## src/rtl/bp_seq_pkg.sv

```systemverilog
package bp_seq_pkg;

    typedef enum logic [1:0] {
        MUX_ONE   = 2'd0,
        MUX_TWO   = 2'd1,
        MUX_THREE = 2'd2,
        MUX_FOUR  = 2'd3
    } mux_e;

    typedef struct packed {
        mux_e       mux;
        logic       bank;
        logic [1:0] blink;
    } seq_cfg_t;

    // highest row index in use equals the ratio code
    function automatic logic [1:0] top_row(input mux_e m);
        return m;
    endfunction

endpackage

```

## src/rtl/bp_slot_timer.sv

```systemverilog
module bp_slot_timer
    import bp_seq_pkg::*;
#(
    parameter int SLOT_DIV = 4
) (
    input  logic       clk,
    input  logic       rst_n,
    input  seq_cfg_t   cfg_in,
    input  logic       sync_seen,
    output logic [1:0] row_q,
    output seq_cfg_t   cfg_q,
    output logic       frame_end,
    output logic       sync_pull
);
    localparam int DW = (SLOT_DIV > 2) ? $clog2(SLOT_DIV) : 1;
    localparam logic [DW-1:0] DIV_END = DW'(SLOT_DIV - 1);

    typedef struct packed {
        logic [DW-1:0] div;
        logic [1:0]    row;
        seq_cfg_t      cfg;
        logic          pull;
    } tmr_t;

    tmr_t st_d, st_q;
    logic slot_end_w, at_top_w, jump_w;

    always_comb begin
        st_d       = st_q;
        slot_end_w = (st_q.div == DIV_END);
        at_top_w   = (st_q.row == top_row(st_q.cfg.mux));
        jump_w     = sync_seen && !at_top_w;
        if (jump_w) begin
            // act as if this cycle opened the final slot
            st_d.row = top_row(st_q.cfg.mux);
            st_d.div = DW'(1);
        end else if (slot_end_w) begin
            st_d.div = '0;
            if (at_top_w) begin
                st_d.row = 2'd0;
                st_d.cfg = cfg_in;
            end else begin
                st_d.row = st_q.row + 2'd1;
            end
        end else begin
            st_d.div = st_q.div + DW'(1);
        end
        st_d.pull = (st_d.row == top_row(st_d.cfg.mux));
    end

    always_ff @(posedge clk or negedge rst_n) begin
        if (!rst_n) begin
            st_q <= '{div: '0, row: 2'd0,
                      cfg: '{mux: MUX_ONE, bank: 1'b0, blink: 2'd0},
                      pull: 1'b1};
        end else begin
            st_q <= st_d;
        end
    end

    assign row_q     = st_q.row;
    assign cfg_q     = st_q.cfg;
    assign sync_pull = st_q.pull;
    assign frame_end = slot_end_w && at_top_w;

endmodule

```

## src/rtl/bp_blink_gate.sv

```systemverilog
module bp_blink_gate #(
    parameter int BLINK_LSB = 1
) (
    input  logic       clk,
    input  logic       rst_n,
    input  logic       frame_end,
    input  logic [1:0] blink,
    output logic       blank
);
    localparam int FW = BLINK_LSB + 3;

    typedef struct packed {
        logic [FW-1:0] fcnt;
    } blk_t;

    blk_t st_d, st_q;

    always_comb begin
        st_d = st_q;
        if (frame_end) begin
            st_d.fcnt = st_q.fcnt + FW'(1);
        end
    end

    always_comb begin
        blank = 1'b0;
        for (int k = 1; k < 4; k++) begin
            if (blink == 2'(k)) begin
                blank = st_q.fcnt[BLINK_LSB + 3 - k];
            end
        end
    end

    always_ff @(posedge clk or negedge rst_n) begin
        if (!rst_n) begin
            st_q <= '{fcnt: '0};
        end else begin
            st_q <= st_d;
        end
    end

endmodule

```

## src/rtl/bp_seg_select.sv

```systemverilog
module bp_seg_select
    import bp_seq_pkg::*;
#(
    parameter int NUM_SEG = 8
) (
    input  logic [4*NUM_SEG-1:0] ram_bits,
    input  logic [1:0]           row,
    input  mux_e                 mux,
    input  logic                 bank,
    input  logic                 blank,
    output logic [NUM_SEG-1:0]   seg_on
);
    logic [1:0] bit_sel;

    always_comb begin
        unique case (mux)
            MUX_ONE: bit_sel = {bank, 1'b0};
            MUX_TWO: bit_sel = {bank, row[0]};
            default: bit_sel = row;
        endcase
    end

    for (genvar s = 0; s < NUM_SEG; s++) begin : g_seg
        logic [3:0] word;
        assign word      = ram_bits[4*s +: 4];
        assign seg_on[s] = !blank && word[bit_sel];
    end

endmodule

```

## src/rtl/bp_frame_seq.sv

```systemverilog
module bp_frame_seq
    import bp_seq_pkg::*;
#(
    parameter int NUM_SEG   = 8,
    parameter int SLOT_DIV  = 4,
    parameter int BLINK_LSB = 1
) (
    input  logic                 clk,
    input  logic                 rst_n,
    input  logic [1:0]           mux_sel,
    input  logic                 bank_sel,
    input  logic [1:0]           blink_sel,
    input  logic [4*NUM_SEG-1:0] ram_bits,
    input  logic                 sync_seen,
    output logic [1:0]           row_idx,
    output logic [NUM_SEG-1:0]   seg_on,
    output logic                 sync_pull
);
    seq_cfg_t req_cfg, act_cfg;
    logic     frame_end, blank;

    assign req_cfg = '{mux: mux_e'(mux_sel), bank: bank_sel, blink: blink_sel};

    bp_slot_timer #(.SLOT_DIV(SLOT_DIV)) u_tmr (
        .clk       (clk),
        .rst_n     (rst_n),
        .cfg_in    (req_cfg),
        .sync_seen (sync_seen),
        .row_q     (row_idx),
        .cfg_q     (act_cfg),
        .frame_end (frame_end),
        .sync_pull (sync_pull)
    );

    bp_blink_gate #(.BLINK_LSB(BLINK_LSB)) u_blink (
        .clk       (clk),
        .rst_n     (rst_n),
        .frame_end (frame_end),
        .blink     (act_cfg.blink),
        .blank     (blank)
    );

    bp_seg_select #(.NUM_SEG(NUM_SEG)) u_sel (
        .ram_bits (ram_bits),
        .row      (row_idx),
        .mux      (act_cfg.mux),
        .bank     (act_cfg.bank),
        .blank    (blank),
        .seg_on   (seg_on)
    );

endmodule

```

## config.mk

```make
export PLATFORM = sky130hd
export DESIGN_NAME = bp_frame_seq
export DESIGN_NICKNAME = d
export VERILOG_FILES = /design/src/rtl/bp_seq_pkg.sv /design/src/rtl/bp_slot_timer.sv /design/src/rtl/bp_blink_gate.sv /design/src/rtl/bp_seg_select.sv /design/src/rtl/bp_frame_seq.sv
export SDC_FILE = /design/constraint.sdc
export NUM_CORES = 1
export LEC_CHECK = 0
export ABC_AREA = 1
export BUFFER_PORTS_ARGS = -buffer_cell sky130_fd_sc_hd__buf_4
export CAP_MARGIN = 20
export CORE_ASPECT_RATIO = 1.2
export CORE_MARGIN = 5
export CORE_UTILIZATION = 45
export CTS_CLUSTER_DIAMETER = 50
export DETAILED_ROUTE_END_ITERATION = 12
export GPL_TIMING_DRIVEN = 1
export PLACE_DENSITY = 0.76
export RECOVER_POWER = 50
export REMOVE_ABC_BUFFERS = 1
export SLEW_MARGIN = 20
export SYNTH_ARGS = -nofsm -noshare
export SYNTH_HDL_FRONTEND = slang
export SYNTH_HIERARCHICAL = 1
export SYNTH_SLANG_ARGS = --single-unit
export TNS_END_PERCENT = 1
```

## constraint.sdc

```tcl
create_clock -name clk -period 4.2 [get_ports clk]
set_clock_uncertainty 0.05 [all_clocks]
set_input_delay 0.63 -clock clk [delete_from_list [all_inputs] [get_ports clk]]
set_output_delay 0.63 -clock clk [all_outputs]
set_load 0.02 [all_outputs]
```

Word-level counts from Yosys, hierarchy flattened
Index checks and enable logic that the tools add are counted.
Storage, ports and cells
  flip-flop bits (word level): 14
  input port bits: 40
  logic and storage cells: 59
Operators by class
  $add $sub $neg: 3
  order comparisons: 1
  eq/ne operators: 7
  muxes and demuxes: 26
  bitwise gates (word level): 1
  reduce and logical (&&, ||, !) cells: 14
Operators with widths (count)
  $bmux 1 s2: 8
  $mux 1: 11
  $logic_and 1x1->1: 10
  $mux 5: 2
  $mux 7: 1
  $eq 2x2->1 const B: 3
  $add 2x1->2 const B: 2
  $add 4x1->4 const B: 1
  $eq 2x1->1 const B: 2
  $eq 2x2->1: 2
  $mux 2: 2
  $mux 4: 1
  $pmux 2 s2: 1
  $lt 2x3->1 const B: 1
  $reduce_and 3->1: 1
  $logic_not 1->1: 2
  $logic_not 2->1: 1
  $not 1->1: 1

Logic depth before layout (Yosys ltp)
Gate-level depths: netlist of the first run.
  depth in word-level cells: 6
  depth in mapped cells: 11
  depth with buffers taken out: 11

By module
The synthesis of the first run kept the hierarchy.
Modules (own cells, without submodules)
  bp_slot_timer: times used 1, cells an instance 72, area each 589.3 um^2, seq. area each 251.5 um^2
  bp_seg_select: times used 1, cells an instance 93, area each 445.4 um^2, seq. area each 0.0 um^2
  bp_blink_gate: times used 1, cells an instance 24, area each 203.9 um^2, seq. area each 100.1 um^2

Worst setup path before layout of the first run
No wires, ideal clock.
  kind: flip-flop to output port
  start: reg u_tmr.st_q (netlist bit u_tmr/row_q[0])
  end: out seg_on[3]
  arrival time: 1.410 ns
  slack: 2.110 ns
  stages on the path, launching flop included: 8
  cell sequence: dfrtp_1 -> buf_4 -> buf_2 -> o21ai_2 -> buf_6 -> nand2_1 -> nand3_1 -> a21oi_1
Between the ends
  cells in the longest elaborated chain, start to end: 4
Ends and longest elaborated chain
  start, declared: line bp_slot_timer.sv:25  | tmr_t st_d, st_q;
  start signal, assigned: line bp_slot_timer.sv:53  | st_q <= '{div: '0, row: 2'd0,
  start signal, assigned: line bp_slot_timer.sv:57  | st_q <= st_d;
  $pmux 2 s2: line bp_seg_select.sv:16  | unique case (mux)
  $bmux 1 s2: line bp_seg_select.sv:26  | assign seg_on[s] = !blank && word[bit_sel];
  $mux 1 (implied by the code): line bp_seg_select.sv:26
  $logic_and 1x1->1: line bp_seg_select.sv:26
  end, declared: line bp_frame_seq.sv:16  | output logic [NUM_SEG-1:0] seg_on,
Every way passes these cells. The select of a mux whose other input is x is not followed.

Worst setup path in the final report of the first run
  start: reg u_tmr.st_q (netlist bit u_tmr/row_q[0])
  end: out seg_on[0]
Same word-level chain as after synthesis.

==> results of run 1 <==
stage by stage:
step | worst slack, ps | instances
2_1_floorplan | 1960 | 177
3_3_place_gp | 1910 | 260
3_5_place_dp | 1900 | 260
4_1_cts | 1580 | 264
5_1_grt | 1360 | 264
6_report | 1560 | 264
where the power goes:
| group | switching (mW) | internal [mW] |
|---|---|---|
| Combinational | 0.490 | 0.309 |
| Clock | 0.0418 | 0.0527 |
| Sequential | 0.0818 | 0.198 |
| Total | 0.614 | 0.560 |
critical path, cell delays in order, from the launching register on:
cell	delay (ps)
dfrtp_1	760
o21ai_2	360
nand2_1	140
nand3_1	70
a21oi_1	170
buf_4	160
area by class of cell:
type	instances	share of cell area [%]
Timing Repair Buffer	50	23.1
Multi-Input combinational cell	121	39.6
Inverter	42	10.0
Clock buffer	4	2.30
Tap cell	33	2.62
Sequential cell	14	22.3
synthesized netlist by cell type (all sizes together):
| library cell | count | area share, % |
|---|---|---|
| nand2 | 56 | 20 |
| inv | 42 | 13 |
| nand3 | 28 | 12 |
| dfrtp | 13 | 26 |
| buf | 12 | 6.9 |
| a21oi | 11 | 4.7 |
| nand3b | 8 | 4.8 |
| nor2 | 5 | 1.7 |
| o21ai | 5 | 2.6 |
| xor2 | 3 | 2.1 |
| ha | 2 | 2.0 |
| nand4 | 2 | 1.0 |
| dfstp | 1 | 2.1 |
| nor3 | 1 | 0.40 |
registers in the layout, indices dropped and copies added, names as in the netlist:
signal / count
u_tmr/cfg_q: 5
u_blink/st_q: 4
u_tmr/row_q: 2
u_tmr/st_q: 2
u_tmr/sync_pull: 1
logic make-up after synthesis:
logic type / share of synthesized area, %
flops: 28.4
compound gates: 7.37
buf+inv: 19.6
fa+ha+maj: 2.02
simple gates: 40.5
xor+xnor: 2.12
placed cells by master (no fill, tap or decap):
cell      count
nand2_2       7
nor2_1        4
a21oi_1      10
nand3b_1      8
nand3_1      28
nand2_1      47
dfrtp_1      13
inv_2         2
clkbuf_4      3
clkbuf_1      3
xor2_1        3
inv_1        40
ha_1          2
o21ai_0       3
dfstp_2       1
buf_4        47
a21oi_2       1
nor2_2        1
nand2_4       2
nand4_1       2
clkbuf_8      1
nor3_1        1
o21ai_2       2
path summary, 6_finish.rpt:
| check | start | to | slack (ps) |
|---|---|---|---|
| max in group asynchronous | rst_n | u_tmr/st_q[8] | 3330 |
| worst max register to register | u_tmr/row_q[0] | u_blink/st_q[2] | 2100 |
| worst min-delay path | rst_n | u_tmr/cfg_q[1] | 320 |
| worst max-delay path | u_tmr/row_q[0] | seg_on[0] | 1560 |
| worst min register to register | u_tmr/st_q[8] | u_tmr/st_q[8] | 410 |
| min in group clk | u_tmr/st_q[8] | u_tmr/st_q[8] | 410 |
routing by layer:
metal	global-route usage, %	routed length [um]	part of all wire (%)
met1	19.9	1290	46
met2	22.7	1210	43
met3	2.68	293	10
met4	5.22	13	0.46
met5	0	0	0
==> flow_summary.json, run 1 <==
{
  "status": "finished clean",
  "syn_inst": 189,
  "num_vias": 1228,
  "postRouteAntennaNets": 0,
  "r2r_cells": 8,
  "start_util_pct": 48.1,
  "regArea_um2": 352,
  "postCtsSetupBuffers": 0,
  "syn_to_final_growth_pct": 27.2,
  "grt_start_max_net_pins": 22,
  "hold_violations": 0,
  "ys_warn_count": 6,
  "first_iter_violations": 60,
  "rows": 20,
  "crit_path_end_kind": "output pin",
  "ios": 51,
  "cap_violations": 0,
  "grt_pass1_vias": 1046,
  "hp-class": "input pin to asynchronous set/reset pin",
  "vias_per_cell": 4.65,
  "clk_latency_ps": 280,
  "slew_viol_final": 0,
  "hold_buffers": 0,
  "peakVddDrop_v": 0.000418,
  "drive_above_1_share_pct": 29.0,
  "place_congestion": 0.872,
  "dpl_cell_area_um2": 1570,
  "finalSetupTns_ps": 0,
  "core-area_um2": 2580,
  "post_cts_resize_count": 0,
  "setup_violations": 0,
  "cts_buffers": 3,
  "grt_overflow_total": 0,
  "die_h_um": 67.5,
  "slew_headroom_pct": 52.7,
  "required_ps": 3520,
  "die_w_um": 57.9,
  "final_util_pct": 61.1,
  "final_area_um2": 1580,
  "power_leakage_nw": 0.930,
  "fin_hold_ws_ps": 318,
  "power_mw": 1.17,
  "syn_area_um2": 1240,
  "start_kind": "flip-flop",
  "period_share_pct": 62.8,
  "ys_ff_latch": 14,
  "syn_area_per_cell_um2": 6.55,
  "finalNetCount": 274,
  "hpwlAfterDp_mm": 2.20,
  "route.detailed.drc": 0,
  "wl_per_cell_um": 10.6,
  "pwr_density_cell_nw_per_um2": 745,
  "rsz0062_at_grt": "no",
  "htree_num_levels": 1,
  "cts.sinks": 14,
  "crit_arrival_ps": 1960,
  "fmax_mhz": 379,
  "synth_seq_area_share_pct": 28.4,
  "ctsLongestPathBuffers": 2,
  "root_buffer": "clkbuf_4",
  "layout_min_cycle_time_ps": 2640,
  "clk_pin_slew_ps": 80,
  "critical_path_class": "flip-flop to output pin",
  "nFillCells": 257,
  "antenna_found_initial": 0,
  "synth_cell_types": 24,
  "port-buffer-count": 50,
  "diodes": 0,
  "tightestPinTransition_ps": 710,
  "multiInputGateArea_um2": 624,
  "die-area_um2": 3910,
  "worstPathMaxFanout": 21,
  "grt_pass1_wl_mm": 4.50,
  "cts_tree": "done",
  "wirelength_mm": 2.81,
  "track_usage_pct": 14.5,
  "dr.pass1.iters": 4
}
(Power assumes the default switching activity.)
==> run 2, diff against run 1 <==
ABC_AREA = 0   (was 1)
PLACE_DENSITY = 0.75   (was 0.76)
clock period = 2.7 ns   (was 4.2 ns; I/O delays follow)
==> run 2 against run 1 <==
  * Sequential cell count stayed put
  * First-iteration DRC count is 20% higher
  * Sequential share of layout area is 0.82 points lower
  * Synthesized cell count is 26% lower
  * Total power is 90% higher
  * Clock power is 58% higher
  * Non-clock buffer count is 4 higher
  * Global-route usage is 2.1 points higher
  * Combinational power is 99% higher
  * Highest routed layer unchanged
==> flow_summary.json, run 2 <==
{
  "status": "finished clean",
  "final_util_pct": 59.3,
  "diodes": 0,
  "cap_violations": 0,
  "die_w_um": 58.4,
  "synth_top_area_cell": "dfrtp_1",
  "hold_violations": 0,
  "layout_min_cycle_time_ps": 2410,
  "dr.pass1.iters": 4,
  "grt_pass1_wl_mm": 5.22,
  "power_mw": 2.23,
  "cts_buffers": 3,
  "r2r-end": "u_blink/st_q[1]",
  "htree_num_levels": 1,
  "startpoint": "u_tmr/row_q[0]",
  "start_kind": "flip-flop",
  "slowest_stage": "dfrtp_1",
  "slew_viol_final": 0,
  "synth_area_leaders": "dfrtp_1, o21ba_2, o221ai_1",
  "num_vias": 1235,
  "pwr_density_cell_nw_per_um2": 1370,
  "synth-main-ff-cell": "dfrtp_1",
  "grt_overflow_total": 0,
  "synth_top_area_share_pct": 25.7,
  "rr_startpoint": "u_tmr/cfg_q[3]",
  "grt_start_max_net_pins": 17,
  "rows": 21,
  "synth_cell_types": 38,
  "required_ps": 2250,
  "start_util_pct": 45.8,
  "clk_pin_slew_ps": 80,
  "slew_headroom_pct": 51.3,
  "drive_above_1_share_pct": 42.9,
  "r2r_cells": 5,
  "synth_edf_count": 0,
  "finalSetupTns_ps": 0,
  "layout_common_cells": "buf_4, nor2_1, dfrtp_1",
  "cpPeakStageDelay_ps": 670,
  "postRouteAntennaNets": 0,
  "hpwlAfterDp_mm": 2.47,
  "root_buffer": "clkbuf_4",
  "tightestPinTransition_ps": 730,
  "die_h_um": 68.1,
  "antenna_found_initial": 0,
  "synth_seq_area_share_pct": 27.8,
  "crit_arrival_ps": 1950,
  "cts_tree": "done",
  "grt_pass1_vias": 1202,
  "r2r_setup_slack_ps": 460,
  "power_leakage_nw": 0.736,
  "largest_reg_flops": 5,
  "fin_hold_ws_ps": 269,
  "rsz0062_at_grt": "no",
  "wl_per_cell_um": 14.9,
  "final_common_cell": "buf_4",
  "setup_violations": 0,
  "fmax_mhz": 415,
  "ys_warn_count": 6,
  "hp-class": "input pin to flip-flop",
  "route.detailed.drc": 0,
  "worstPathMaxFanout": 16,
  "critical_path_class": "flip-flop to output pin",
  "first_iter_violations": 72,
  "syn_to_final_growth_pct": 29.4,
  "syn_area_um2": 1260,
  "period_share_pct": 89.2,
  "cp_common_cell": "buf_4",
  "track_usage_pct": 16.6,
  "port-buffer-count": 50,
  "synth_most_common_cell": "nor2_1",
  "ios": 51,
  "finalNetCount": 227,
  "cts.sinks": 14,
  "synth-async-reset-ratio_pct": 100,
  "netlist_top_cells_count": "nor2_1, dfrtp_1, nand2_1",
  "vias_per_cell": 5.67,
  "worstPathCellList": "buf_4 > or2b_2 > a21oi_1 > o32ai_1 > buf_4",
  "syn_area_per_cell_um2": 9.09,
  "syn_inst": 139,
  "wirelength_mm": 3.26,
  "critical_path.endpoint": "seg_on[2]",
  "peakVddDrop_v": 0.000644,
  "crit_path_end_kind": "output pin",
  "clk_latency_ps": 270,
  "place_congestion": 0.865,
  "ys_ff_latch": 14,
  "ctsLongestPathBuffers": 2,
  "die-area_um2": 3970,
  "core-area_um2": 2760
}
run 2: changes by cell type in the layout (fill, tap and decap cells not counted), sizes merged, moves of 3 or more:
cell,change
mux2,+3
xnor2,+5
nand3b,-7
o221ai,+9
nand3,-28
o32ai,+8
o21ba,+8
nand2,-45
inv,-36
or2b,+9
nor2,+12
run 2: cells by family after synthesis:
group                    Yosys count  share of synthesized area [%]
multiplexers                       5                           4.85
AND/OR/NAND/NOR                   44                           19.4
XOR/XNOR                           8                           5.54
adder cells (fa/ha/maj)            2                           1.98
flip-flops                        14                           27.8
buffers and inverters             19                           10.0
AO/OA/AOI/OAI                     47                           30.4
run 2: through the flow:
stage          area [um^2]  instances  setup slack, ps
4_1_cts               1650        218              209
6_report              1640        218              292
5_1_grt               1640        218              182
3_3_place_gp          1600        213              611
2_1_floorplan         1160        126              581
3_5_place_dp          1600        213              537
run 2: how the worst min path moves through the flow:
| stage | startpoint | endpoint | slack [ps] | depth (start not counted) |
|---|---|---|---|---|
| 4_1_cts | blink_sel[1] | u_tmr/cfg_q[1] | 260 | 3 |
| 6_report | blink_sel[1] | u_tmr/cfg_q[1] | 270 | 3 |
| 3_5_place_dp | rst_n | u_blink/st_q[0] | 210 | 1 |
| 2_1_floorplan | rst_n | u_blink/st_q[0] | 60 | 0 |
| 5_1_grt | blink_sel[0] | u_tmr/cfg_q[0] | 270 | 3 |
| 3_3_place_gp | rst_n | u_blink/st_q[0] | 210 | 1 |
run 2: timing repair:
| item | in CTS | in global routing |
|---|---|---|
| hold buffers | 1 | 0 |
| resized for setup | 0 | 1 |
| hold endpoints to repair | 13 | 0 |
| endpoints found under the setup margin | 0 | 1 |
| buffers inserted | 0 | 0 |
run 2: cell type report:
type | count | area, um^2
flip-flops and latches | 14 | 352
multi-input cells | 106 | 790
clock buffers | 4 | 36.3
fillers | 250 | 1120
inverters | 6 | 22.5
repair buffers | 54 | 393
well taps | 34 | 42.5
run 2: worst max-delay path: cells and delay by family (launching register included):
family / cells / cell delay [ps]
compound gates: 2 / 280
simple gates: 1 / 300
buf+inv: 2 / 430
flops: 1 / 670
run 2: per-layer routing:
layer	up-vias	global-route usage, %	wire length [um]
met5	-	0	0
met4	0	6.96	14
met3	2	3.58	408
met2	81	29.3	1550
met1	561	19.1	1290
li1	591	-	-
run 2: report_power, final:
part / internal (mW) / leakage (nW) / total, mW / switching [mW]
combinational: 0.767 / 0.545 / 1.59 / 0.820
sequential: 0.316 / 0.171 / 0.498 / 0.182
clock: 0.0819 / 0.0210 / 0.149 / 0.0671
==> run 3, diff against run 2 <==
RECOVER_POWER = not set   (was 50)
SKIP_CTS_REPAIR_TIMING = 1   (was not set)
clock period = 2.3 ns   (was 2.7 ns; I/O delays follow)
==> run 3 against run 2 <==
  * Routed wire length shrank 0.40%
  * First-iteration DRC count shrank 56%
  * Hold slack lost 69 ps
  * Die area is the same
  * Via count shrank 0.40%
  * Setup slack lost 180 ps
  * Critical endpoint is now seg_on[4]
==> flow_summary.json, run 3 (same netlist as run 2, synthesis figures left out) <==
{
  "antenna_found_initial": 0,
  "htree_num_levels": 1,
  "postRouteAntennaNets": 0,
  "stdcell_count": 220,
  "clk_latency_ps": 270,
  "start_util_pct": 45.8,
  "grt_overflow_total": 0,
  "slew_headroom_pct": 69.8,
  "largest_reg_flops": 5,
  "diodes": 0,
  "cts_buffers": 3,
  "crit_path_end_kind": "output pin",
  "finalNetCount": 229,
  "wl_per_cell_um": 14.7,
  "dr.pass1.iters": 4,
  "whs_path_depth": 3,
  "pwr-share-clk_pct": 5.2,
  "combPwrFrac_pct": 73.6,
  "ios": 51,
  "cp_common_cell": "buf_4",
  "slew_viol_final": 0,
  "setup_violations": 0,
  "dpl_cell_area_um2": 1610,
  "route.detailed.drc": 0,
  "placedCellCount": 214,
  "grt_start_max_net_pins": 17,
  "cpPeakStageDelay_ps": 530,
  "net-switching-power_mw": 1.30,
  "peakVddDrop_v": 0.000883,
  "nFillCells": 241,
  "die_h_um": 68.1,
  "rsz0062_at_grt": "yes",
  "vias_per_cell": 5.59,
  "pwr-share-seq_pct": 21.2,
  "grt_pass1_vias": 1177,
  "hpwlAfterDp_mm": 2.50,
  "cts_tree": "done",
  "pwr_density_cell_nw_per_um2": 1620,
  "wirelength_mm": 3.24,
  "slowest_stage": "dfrtp_2",
  "first_iter_violations": 32,
  "syn_to_final_growth_pct": 35.0,
  "start_kind": "flip-flop",
  "status": "finished clean",
  "final_util_pct": 61.9,
  "r2r_cells": 6,
  "power_mw": 2.76,
  "met3_length_um": 423,
  "clk_pin_slew_ps": 80,
  "rows": 21,
  "required_ps": 1900,
  "final_area_um2": 1710,
  "tightestPinTransition_ps": 452,
  "layout_min_cycle_time_ps": 2180,
  "period_share_pct": 94.9,
  "core-area_um2": 2760,
  "worstPathCellList": "buf_4 > or2b_2 > a21oi_1 > o32ai_2 > buf_4",
  "cap_violations": 0,
  "port-buffer-count": 50,
  "crit_arrival_ps": 1790,
  "drt-met1-wl_mm": 1.33,
  "die-area_um2": 3970,
  "p_int_mw": 1.46,
  "highest_layer": "met4",
  "hp-class": "input pin to flip-flop",
  "final_common_cell": "buf_4",
  "layout_common_cells": "buf_4, nor2_1, nand2_1, dfrtp_1",
  "fmax_mhz": 458,
  "place_congestion": 0.847,
  "switching_share_pct": 47.3,
  "wl_met2_mm": 1.48,
  "fin_hold_ws_ps": 201,
  "track_usage_pct": 16.4,
  "ctsLongestPathBuffers": 2,
  "num_vias": 1230,
  "root_buffer": "clkbuf_4",
  "hold_violations": 0,
  "cts.sinks": 14,
  "power_leakage_nw": 0.765,
  "drive_above_1_share_pct": 49.5,
  "die_w_um": 58.4,
  "critical_path_class": "flip-flop to output pin",
  "grt_pass1_wl_mm": 5.12,
  "worstPathMaxFanout": 16
}
-- run 3: cell types whose count changed in the layout (fill, tap and decap cells not counted), sizes merged --
cell and change:
buf +6, clkbuf -4
-- run 3: worst paths after layout --
kind / from / to / slack, ps
worst max register to register: u_tmr/st_q[8] / u_tmr/sync_pull / 350
min in group asynchronous: rst_n / u_blink/st_q[1] / 390
worst min-delay path: blink_sel[0] / u_tmr/cfg_q[0] / 200
worst min register to register: u_blink/st_q[3] / u_blink/st_q[3] / 430
max in group asynchronous: rst_n / u_tmr/sync_pull / 1570
worst max-delay path: u_tmr/row_q[0] / seg_on[4] / 120
-- run 3: worst max-delay path, delay by kind of cell (launching register included) --
kind / cells / cell delay, ps
AO/OA/AOI/OAI: 2 / 290
buffers and inverters: 2 / 390
flip-flops: 1 / 530
AND/OR/NAND/NOR: 1 / 300
-- run 3: routing by layer --
metal  global-route usage [%]  vias to the layer above
li1                         -                      598
met1                     18.5                      561
met2                     27.4                       69
met3                     5.85                        2
met4                     8.12                        0
met5                        0                        -
-- run 3: metrics by stage --
stage / setup slack (ps) / TNS [ps]
floorplan: 241 / 0
global placement: 334 / 0
detailed placement: 305 / 0
CTS: -18.8 / -33.8
global route: -20.6 / -47.7
finish: 117 / 0
-- run 3: layout make-up --
type,count,area [um^2],share of cell area (%)
timing repair buffer,56,423,24.8
tap,34,42.5,2.49
clock buffer,4,26.3,1.54
inverter,6,22.5,1.32
multi-input combinational,106,838,49.1
sequential,14,354,20.7
-- run 3: power by group through the flow --
| stage | logic (mW) | registers (mW) | clock network [mW] |
|---|---|---|---|
| after global placement | 1.85 | 0.562 | 0 |
| after global routing | 2.18 | 0.612 | 0.167 |
| after CTS | 1.89 | 0.570 | 0.152 |
| final | 2.03 | 0.586 | 0.144 |
| after detailed placement | 1.88 | 0.576 | 0 |
| after floorplan | 1.24 | 0.589 | 0 |
